**config.mk**
```make
export PLATFORM = sky130hd
export DESIGN_NAME = edge_irq_capture
export DESIGN_NICKNAME = d
export VERILOG_FILES = /design/src/rtl/edge_irq_capture.sv
export SDC_FILE = /design/constraint.sdc
export NUM_CORES = 1
export LEC_CHECK = 0
export ABC_CLOCK_PERIOD_IN_PS = 1500
export CAP_MARGIN = 20
export CORE_MARGIN = 2
export CORE_UTILIZATION = 30
export CTS_CLUSTER_DIAMETER = 120
export CTS_CLUSTER_SIZE = 40
export DETAILED_ROUTE_END_ITERATION = 16
export PLACE_DENSITY = 0.63
export REMOVE_ABC_BUFFERS = 1
export SLEW_MARGIN = 20
export SYNTH_ARGS = -nofsm -noshare
export SYNTH_HDL_FRONTEND = slang
export SYNTH_SLANG_ARGS = --single-unit
```
**constraint.sdc**
```tcl
create_clock -name clk -period 1.5 [get_ports clk]
set_clock_uncertainty 0.05 [all_clocks]
set_input_delay 0.225 -clock clk [delete_from_list [all_inputs] [get_ports clk]]
set_output_delay 0.225 -clock clk [all_outputs]
set_load 0.02 [all_outputs]
```
**src/rtl/edge_irq_capture.sv**
```systemverilog
module edge_irq_capture #(
  parameter int LINES  = 24,
  parameter int BYTE_W = 8,
  localparam int NB    = LINES / BYTE_W
) (
  input  logic              clk,
  input  logic              rst_n,
  input  logic [LINES-1:0]  pin_i,
  input  logic [LINES-1:0]  pol_i,
  input  logic [LINES-1:0]  en_i,
  input  logic [NB-1:0]     clr_we_i,
  input  logic [BYTE_W-1:0] clr_data_i,
  output logic [LINES-1:0]  id_o,
  output logic [NB-1:0]     pend_o,
  output logic              irq_o
);

  logic [LINES-1:0] s1_q, s2_q, s3_q, id_q, hit, keep;
  logic [1:0]       warm_q;

  assign hit = (warm_q == 2'd3)
             ? (en_i & ((pol_i & s2_q & ~s3_q) | (~pol_i & ~s2_q & s3_q)))
             : '0;

  for (genvar b = 0; b < NB; b++) begin : g_byte
    assign keep[b*BYTE_W +: BYTE_W] = clr_we_i[b] ? clr_data_i : '1;
    assign pend_o[b] = |id_q[b*BYTE_W +: BYTE_W];
  end

  always_ff @(posedge clk) begin
    if (!rst_n) begin
      s1_q   <= '0;
      s2_q   <= '0;
      s3_q   <= '0;
      id_q   <= '0;
      warm_q <= '0;
    end else begin
      s1_q <= pin_i;
      s2_q <= s1_q;
      s3_q <= s2_q;
      if (warm_q != 2'd3) warm_q <= warm_q + 2'd1;
      id_q <= (id_q & keep) | hit;
    end
  end

  assign id_o  = id_q;
  assign irq_o = |pend_o;


  en_gate_chk: assert property (@(posedge clk) disable iff (!rst_n)
    1'b1 |-> ((id_q & ~$past(id_q) & ~$past(en_i)) == '0));


  clear_only_chk: assert property (@(posedge clk) disable iff (!rst_n)
    1'b1 |-> (($past(id_q) & ~id_q & $past(keep)) == '0));


  irq_cause_chk: assert property (@(posedge clk) disable iff (!rst_n)
    $rose(irq_o) |-> ($past(hit) != '0));


  warmup_quiet_chk: assert property (@(posedge clk) disable iff (!rst_n)
    (warm_q != 2'd3) |=> (id_q == '0));

endmodule

```
== After elaboration in Yosys (flattened, before gate mapping) ==
Cells that the tools add are included.
W data, S select, Z words.

* Bits in registers: 98
* Latch bits: 0
* Bits in writable memories: 0
* Bits in read-only memories: 0
* Bits of input ports: 85
* Output and inout bits: 28
* Word-level logic and storage cells: 27
* Memories: 0

* Add/sub/neg operators: 1
* $mul: 0
* Div/mod/pow operators: 0
* Magnitude comparators: 0
* Eq/ne operators: 2
* Shift operators: 0
* Multiplexer cells: 4
* Bitwise gates (word level): 11
* Reduce and logical (&&, ||, !) cells: 4

{| class="wikitable"
|+ Operators by type and width
! cell !! number
|-
| $and A24 B24 Y24 || 6
|-
| $not A24 Y24 || 3
|-
| $or A24 B24 Y24 || 2
|-
| $mux W24 || 1
|-
| $mux W8 || 3
|-
| $reduce_or A24 Y1 || 1
|-
| $reduce_or A8 Y1 || 3
|-
| $add A2 B1 Y2 const B || 1
|-
| $eq A2 B2 Y1 const B || 1
|-
| $ne A2 B2 Y1 const B || 1
|}

== Logic depth before layout (Yosys ltp) ==
* Depth in word-level cells: 7
* Depth in mapped cells: 6
* Mapped depth without buffers: 4

== Worst setup path after synthesis ==
Ideal clock, no wire load.

* Path type: reg-to-output
* From: reg id_q[12], in the netlist id_o[12]
* To: out irq_o
* Arrival time: 1334 ps
* Data required time: 1225 ps
* Slack: -109 ps
* Cell stages (with the launch flop): 4
* Path buffers: 0
* Path through: dfxtp_1 > nor4_1 > nand2_1 > or3_1

* Longest elaborated chain between the ends: 1

{| class="wikitable"
|+ Ends and longest elaborated chain
! item !! line !! RTL
|-
| start: declaration || 18 || <nowiki>logic [LINES-1:0] s1_q, s2_q, s3_q, id_q, hit, keep;</nowiki>
|-
| start signal: assignment || 42 || <nowiki>id_q <= (id_q & keep) | hit;</nowiki>
|-
| $reduce_or A24 Y1 || 47 || <nowiki>assign irq_o = |pend_o;</nowiki>
|-
| end: declaration || 15 || <nowiki>output logic irq_o</nowiki>
|}

No other way between the ends.

== Worst setup path in the final report ==
* From: reg id_q[8], in the netlist id_o[8]
* To: out irq_o

Same word-level chain as after synthesis.

==> results.md <==
* Syn avg cell area at 9.822 um2
* Unique cell type count in the Yosys netlist at 19
* Failing checks: setup timing
* Yosys warns at 0
* Type of origin of the critical path: flop
* CP endpoint kind: output port
* Worst-path fanout max at 2
* Die Height at 110.6 um
* Flops & latches, synth at 98
* Leading area contributor after synthesis: dfxtp_1
* Top post-synthesis cells by count: dfxtp_1 (98), and2_1 (74), nand2_1 (27)
* Global route total overflow at 0
* # placed instances at 615
* Final number of hold-violating endpoints at 0
* Synth Flop Type: dfxtp_1
* Vias/cell at 4.456
* Vias in the first global route at 2760
* Die Width at 110.6 um
* WP data arrival at 1.64 ns
* Latest clock arrival within the worst-skew pair at 0.33 ns
* Routed WL per cell at 13.29 um
* RSZ-0062 raised after global routing: true
* H-tree Lvls at 3
* Sequential area share after synthesis at 57.56%
* Post-route insts no fill at 631
* PnR worst setup slack at -0.4120 ns
* Period minus WS final at 1.912 ns
* First-pass GRT wire length at 13590 um
* DR pass1 iterations at 4
* Pre-CTS setup slack at -0.5837 ns
* Area of the die at 12230 um2
* Mapped Cells at 347
* Final setup fails at 4
* Synth top area cells: dfxtp_1 (58%), and2_1 (14%), and3b_1 (6.2%)
* CTS tree: done
* Number of CTS-inserted buffers at 9
* Final #Nets at 573
* Min Hold Slack at 0.3666 ns
* Leakage at 2.180 nW
* IO buf count at 112
* Asr flop ratio synth at 0%
* Maxcap violations at 0
* Clock Path Buffers at 2
* Clock-pin slew on the worst setup and hold paths at 0.07 ns
* Setup CP Type: reg -> out
* Pwr/cell area at 1019 nW/um2
* Max Slew Vio Count at 0
* Largest net degree at the start of global routing at 43
* Num rows at 38
* Layout area overhead at 52.24%
* Number of synthesized flops with an enable pin at 0
* Status: finished, violations left
* Achievable frequency at 523.0 MHz
* Starting density of the core at 31.03%
* Core area at 10980 um2
* Maximum vdd drop at 0.5867 mV
* Root Driver: clkbuf_16
* HP Class: in -> reg
* Post-DP HPWL at 6468 um
* Post-synth top area share at 57.56%
* Total GRT Usage at 13.77%
* CP Data Required Time at 1.22 ns
* Post-Route WL at 8383 um
* Vias at 2812
* Most frequent cell after synthesis: dfxtp_1
* Diode count at 0
* Worst-Margin Slew at 0.3566 ns
* IO Count at 113
* Post-synthesis cell area at 3408 um2
* GP Congestion at 0.8130
* Total clock sinks at 98
* Antenna violations before repair at 0
* Slew margin rel. at 76.03%
* Initial DRC count at 72
* DRT antenna net count at 0
* Crit share post-route at 127.5%
* DRC at 0
* Layout cell share with drive strength beyond 1 at 12.63%
logic make-up after synthesis:
family | Yosys count | synth area share, %
fa+ha+maj | 1 | 0.3670
compound gates | 72 | 12.34
xor+xnor | 1 | 0.2570
flops | 98 | 57.56
buf+inv | 17 | 2.350
mux | 1 | 0.2937
simple gates | 157 | 26.84
per-stage QoR:
| step | power, mW | instance area [um2] | setup TNS (ns) | utilization, % |
|---|---|---|---|---|
| after floorplan | 2.949 | 3339 | -0.1091 | - |
| after global placement | 3.305 | 4868 | -1.481 | 44.33 |
| after detailed placement | 3.314 | 4868 | -1.596 | 44.33 |
| after CTS | 5.355 | 5161 | -0.9745 | 46.99 |
| after global routing | 5.530 | 5189 | -1.182 | 47.24 |
| final | 5.287 | 5189 | -0.9220 | 47.24 |
worst max-delay path: stages, from the launching register on:
cell	delay, ns
dfxtp_2	0.33
nor4_4	0.28
nand2_1	0.14
or3_1	0.41
buf_6	0.14
cell usage in the layout, fill, tap and decap left out:
cell type,instances
a21oi_1,24
and2_1,74
and3b_1,24
buf_12,1
buf_2,1
buf_4,28
buf_6,6
clkbuf_1,2
clkbuf_16,9
clkbuf_2,2
clkdlybuf4s15_1,3
clkdlybuf4s50_1,83
clkinvlp_4,4
dfxtp_1,93
dfxtp_2,5
dlygate4sd2_1,19
ha_1,1
inv_1,3
mux2i_1,1
nand2_1,26
nand2_4,1
nor2_1,24
nor2b_1,1
nor4_1,1
nor4_2,2
nor4_4,3
o211ai_1,24
o21ai_0,4
o21ai_1,20
or3_1,1
xnor2_1,1
layer usage:
layer	track usage (%)	wire length (um)	vias to the layer above
met5	0	0	-
met4	2.750	59	0
met3	5.324	569	6
met2	22.66	3852	84
met1	17.23	3901	1268
li1	-	-	1454
power breakdown:
group	internal [mW]	leakage [nW]	switching, mW
sequential	2.70	0.805	0.0379
clock	1.12	0.114	0.916
combinational	0.327	1.26	0.196
state kept, by name, indices dropped and copies added, names as in the netlist:
signal  cells
id_o       24
warm_q      2
s3_q       24
s1_q       24
s2_q       24
cell type report:
class	instances	area, um2
fill	1042	5794
clock buffer	11	232.7
clock inverter	4	30.03
tap	140	175.2
sequential	98	1968
timing repair buffer	143	1340
multi-input combinational	232	1431
inverter	3	11.26
what timing repair did:
action / CTS / global route
buffers inserted: 4 / 2
pin swaps: 6 / 3
setup endpoints to repair: 28 / 8
hold buffers: 0 / 0
gates resized for setup: 59 / 14
path summary, 6_finish.rpt:
| kind | start | to | slack [ns] | cells after the start |
|---|---|---|---|---|
| min | rst_n | s1_q[21] | 0.37 | 3 |
| max reg2reg | warm_q[0] | id_o[2] | 0.18 | 5 |
| min reg2reg | s1_q[17] | s2_q[17] | 0.37 | 1 |
| max | id_o[8] | irq_o | -0.41 | 4 |
Power figures use the tool's default switching activity.
